### src/rtl/lifecycle_ctrl.sv
module lifecycle_ctrl #(
  parameter int PW_W = 15
) (
  input  logic            clk,
  input  logic            rst_n,
  input  logic            otp_closed,
  input  logic [PW_W-1:0] pw_unlock,
  input  logic [PW_W-1:0] pw_relock,
  input  logic            req_valid,
  input  logic            req_relock,
  input  logic [PW_W-1:0] req_pw,
  input  logic            auth_done,
  input  logic            auth_ok,
  output logic [1:0]      state,
  output logic            auth_required,
  output logic            boot_ok,
  output logic            eng_boot_en,
  output logic            test_en,
  output logic            secret_en,
  output logic            req_err,
  output logic            rma_used
);
  localparam logic [1:0] ST_OPEN   = 2'd0;
  localparam logic [1:0] ST_CLOSED = 2'd1;
  localparam logic [1:0] ST_RMA    = 2'd2;

  logic in_rma, used_q, err_q;
  logic unlock_hit, relock_hit;

  assign state = in_rma ? ST_RMA : (otp_closed ? ST_CLOSED : ST_OPEN);

  assign unlock_hit = req_valid && !req_relock && (state == ST_CLOSED)
                      && !used_q && (req_pw == pw_unlock);
  assign relock_hit = req_valid && req_relock && in_rma && (req_pw == pw_relock);

  always_ff @(posedge clk or negedge rst_n) begin
    if (!rst_n) begin
      in_rma <= 1'b0;
      used_q <= 1'b0;
      err_q  <= 1'b0;
    end else begin
      err_q <= req_valid && !(unlock_hit || relock_hit);
      if (unlock_hit) begin
        in_rma <= 1'b1;
        used_q <= 1'b1;
      end else if (relock_hit) begin
        in_rma <= 1'b0;
      end
    end
  end

  assign auth_required = (state == ST_CLOSED);
  assign boot_ok       = (state == ST_OPEN)   ? auth_done :
                         (state == ST_CLOSED) ? (auth_done && auth_ok) : 1'b0;
  assign eng_boot_en   = (state == ST_OPEN);
  assign test_en       = in_rma;
  assign secret_en     = !in_rma;
  assign req_err       = err_q;
  assign rma_used      = used_q;

  // RMA is entered only from closed with the flag still clear
  a_r5_rma_entry: assert property (@(posedge clk) disable iff (!rst_n)
    $rose(in_rma) |-> ($past(state) == ST_CLOSED) && !$past(used_q));

  // the used flag never clears
  a_r7_used_sticky: assert property (@(posedge clk) disable iff (!rst_n)
    used_q |=> used_q);

  // a wrong password changes nothing and pulses the error
  a_r8_bad_pw: assert property (@(posedge clk) disable iff (!rst_n)
    (req_valid && (req_relock ? (req_pw != pw_relock) : (req_pw != pw_unlock)))
    |=> req_err && $stable(in_rma));

  // an error only follows a request
  a_r8_err_cause: assert property (@(posedge clk) disable iff (!rst_n)
    req_err |-> $past(req_valid));

  // no boot and no secrets while in RMA
  a_r9_rma_lock: assert property (@(posedge clk) disable iff (!rst_n)
    (state == ST_RMA) |-> !boot_ok && !secret_en && test_en);

  // engineering boot only on an open part
  a_r10_eng_open: assert property (@(posedge clk) disable iff (!rst_n)
    eng_boot_en |-> !otp_closed && !test_en);
endmodule

### config.mk
export PLATFORM = sky130hd
export DESIGN_NAME = lifecycle_ctrl
export DESIGN_NICKNAME = d
export VERILOG_FILES = /design/src/rtl/lifecycle_ctrl.sv
export SDC_FILE = /design/constraint.sdc
export NUM_CORES = 1
export LEC_CHECK = 0
export CELL_PAD_IN_SITES_DETAIL_PLACEMENT = 1
export CELL_PAD_IN_SITES_GLOBAL_PLACEMENT = 1
export CORE_MARGIN = 5
export CORE_UTILIZATION = 16
export DETAILED_ROUTE_END_ITERATION = 10
export GPL_TIMING_DRIVEN = 0
export PLACE_DENSITY_LB_ADDON = 0.1
export SYNTH_ARGS = -nofsm -noshare
export SYNTH_HDL_FRONTEND = slang
export SYNTH_SLANG_ARGS = --single-unit
### constraint.sdc
create_clock -name clk -period 1.9 [get_ports clk]
set_input_delay 0.285 -clock clk [delete_from_list [all_inputs] [get_ports clk]]
set_output_delay 0.285 -clock clk [all_outputs]
set_load 0.01 [all_outputs]
==> reports/results.txt <==
Die footprint = 4290 um2
I/O Pins = 61
RePlAce Congestion = 0.622
Max-slew violation count = 0
Max_slew headroom = 77.9%
Final hold violation count = 0
Met1 Usage GRT = 8.98%
Setup repair after global routing missed its margin = no
Number of global-route vias before repair = 763
Count of different cell masters after synthesis = 17
FF-to-FF Start = test_en
Busiest grt layer = met2
Synth area leader = xnor2_1
Clock Skew = 0.000701 ns
FF-to-FF setup slack = 0.32 ns
Skew-Pair Late Insertion Delay = 0.23 ns
All-layer global routing usage = 9.10%
Synth Cell Area = 493 um2
Post-CTS setup buffer count = 0
Top cell by count, worst path = clkdlybuf4s50_1
Maximum buffer depth of the clock tree = 2
IO buf count = 60
Pint = 285 uW
Type of the worst min-delay path = in -> async
CP max FO = 4
Ant diodes = 0
Clock Pin Slew Worst Setup and Hold Paths = 0.03 ns
First-pass GRT wire length = 2990 um
Pre-CTS WS = -0.0732 ns
Initial Utilization = 16.4%
Clock share of power = 28.9%
Cells on worst reg2reg path = 4
Yosys warns = 0
Critical path class = in -> out
Comb power frac = 53.6%
Initial DRC count = 3
DP HPWL = 1820 um
WP data required = 1.62 ns
DR pass1 iterations = 2
Core ar. = 3000 um2
Cts bufs inserted = 3
Hold slack = 0.238 ns
Period utilisation layout = 94.4%
Max-cap violations = 0
Htree depth = 1
CP Cell Sequence = clkdlybuf4s50_1, nor2b_4, clkdlybuf4s50_1
Vias per inst = 4.20
# fillers = 375
DRT antenna net count = 0
Fraction of layout cells with a size suffix above 1 = 5.00%
Clk root buf = clkbuf_4
Die X-Extent = 65.5 um
Net Sw Frac = 24.0%
Area delta synth->final = 135%
Num rows = 20
Vias = 643
Die height = 65.5 um
Antenna violations before repair = 0
Hold buffers post-CTS = 0
Post-synth net total = 108
Post-synthesis cell count = 56
CTS tree = yes
Placed insts = 149
Met3 usage = 5.30%
Worst reg2reg endpoint = req_err
CP max stage cell = clkdlybuf4s50_1
GR Overflow Total = 0
Post-layout min period = 1.79 ns
Fmax = 0.557 GHz
Drt wl/cell = 12.1 um
Status = complete, no violations
Maximum vdd drop = 118 uV
Main area contributors after synthesis = xnor2_1 (27%), xor2_1 (27%), dfrtp_1 (15%)
Setup violators final = 0
Setup ws final = 0.106 ns
Final wirelength = 1850 um
Lkg Pwr = 0.433 nW
Share of the synthesized area in the top cell type = 26.6%
Switching power = 89.8 uW
Synth Area per Inst = 8.80 um2
CP peak stage delay = 0.55 ns
Register bit total from synthesis = 3
CP startpoint kind = input pin
CP endpoint kind = primary output
Met2 Resource Use GR = 15.4%
DRC viols = 0
Power per cell area = 323 nW/um2
Crit path DAT = 1.51 ns
Layout Cells excl Fill = 153
Worst Max-Slew Pin Slew = 0.329 ns
Flop pwr share = 17.5%
Net count, final = 173
Largest net degree at the start of global routing = 9
Seq/Total Area, Yosys = 15.2%
Num Clock Sinks = 3
[worst max-delay path: cells and delay by family]
| family | cells | cell delay (ns) |
|---|---|---|
| AND/OR/NAND/NOR | 1 | 0.16 |
| buffers and inverters | 2 | 1.06 |
[synth_stat cells]
cell type,number
nor4_1,4
nor2b_4,1
xor2_1,15
dfrtp_1,3
nand3_1,3
nor2b_1,1
nor2_1,2
xnor2_1,15
and3_1,1
inv_1,1
o2bb2ai_1,1
or2b_1,1
o211a_1,1
o21bai_1,1
or4_4,1
buf_4,1
nand4_1,4
[state kept, by name, summed over array words and instances (netlist names)]
| register | flops |
|---|---|
| req_err | 1 |
| rma_used | 1 |
| test_en | 1 |
[per-stage QoR]
stage               utilization [%]  TNS (ns)  instance area [um2]  total power, mW
floorplan                         -         0                  493            0.130
global placement               37.8    -0.109                 1130            0.270
detailed placement             37.8    -0.124                 1130            0.272
CTS                            38.6         0                 1160            0.385
global route                   38.6         0                 1160            0.407
finish                         38.6         0                 1160            0.375
[power groups by stage]
stage / combinational, mW / sequential (mW) / clock [mW]
after floorplan: 0.0628 / 0.0671 / 0
after global placement: 0.203 / 0.0664 / 0
after detailed placement: 0.206 / 0.0664 / 0
after CTS: 0.205 / 0.0656 / 0.114
after global routing: 0.218 / 0.0658 / 0.124
final: 0.201 / 0.0656 / 0.108
[logic make-up after synthesis]
kind of cell,count (synthesis),share of synthesized area [%]
AO/OA/AOI/OAI,3,5.33
XOR/XNOR,30,53.3
buffers and inverters,2,2.28
AND/OR/NAND/NOR,18,23.9
flip-flops,3,15.2
[repair_timing]
action | 4_1_cts | 5_1_grt
hold endpoints to repair | 0 | 0
gates resized for setup | 1 | 0
endpoints found under the setup margin | 1 | 0
[final cells by class]
cell class	count	area [um2]	share of cell area, %
sequential	3	75.1	6.47
tap	33	41.3	3.56
clock buffer	4	26.3	2.27
inverter	1	3.75	0.324
multi-input combinational	51	407	35.1
buffer	1	7.51	0.647
timing repair buffer	60	599	51.7
[how the worst max path moves through the flow]
stage	from	to	slack, ns	cells past startpoint
2_1_floorplan	test_en	req_err	0.32	4
3_3_place_gp	req_pw[4]	req_err	-0.06	5
3_5_place_dp	otp_closed	boot_ok	-0.07	4
4_1_cts	otp_closed	auth_required	0.09	3
5_1_grt	otp_closed	auth_required	0.05	3
6_report	otp_closed	auth_required	0.11	3
[layer usage]
layer	part of all wire, %	vias to the layer above
li1	-	321
met1	35	282
met2	48	38
met3	16	2
met4	0.43	0
met5	0	-
[cell usage in the layout, fill, tap and decap left out]
cell type        instances
dlygate4sd2_1            1
o2bb2ai_1                1
or2b_1                   1
nand3_1                  3
dfrtp_1                  3
nand4_1                  4
nor4_1                   4
o21bai_1                 1
clkbuf_1                 1
buf_4                    1
o211a_1                  1
nor2_1                   2
or4_4                    1
xor2_1                  15
clkbuf_4                 3
xnor2_1                 15
nor2b_4                  1
clkdlybuf4s50_1         59
inv_1                    1
nor2b_1                  1
and3_1                   1
Power figures use the tool's default switching activity.
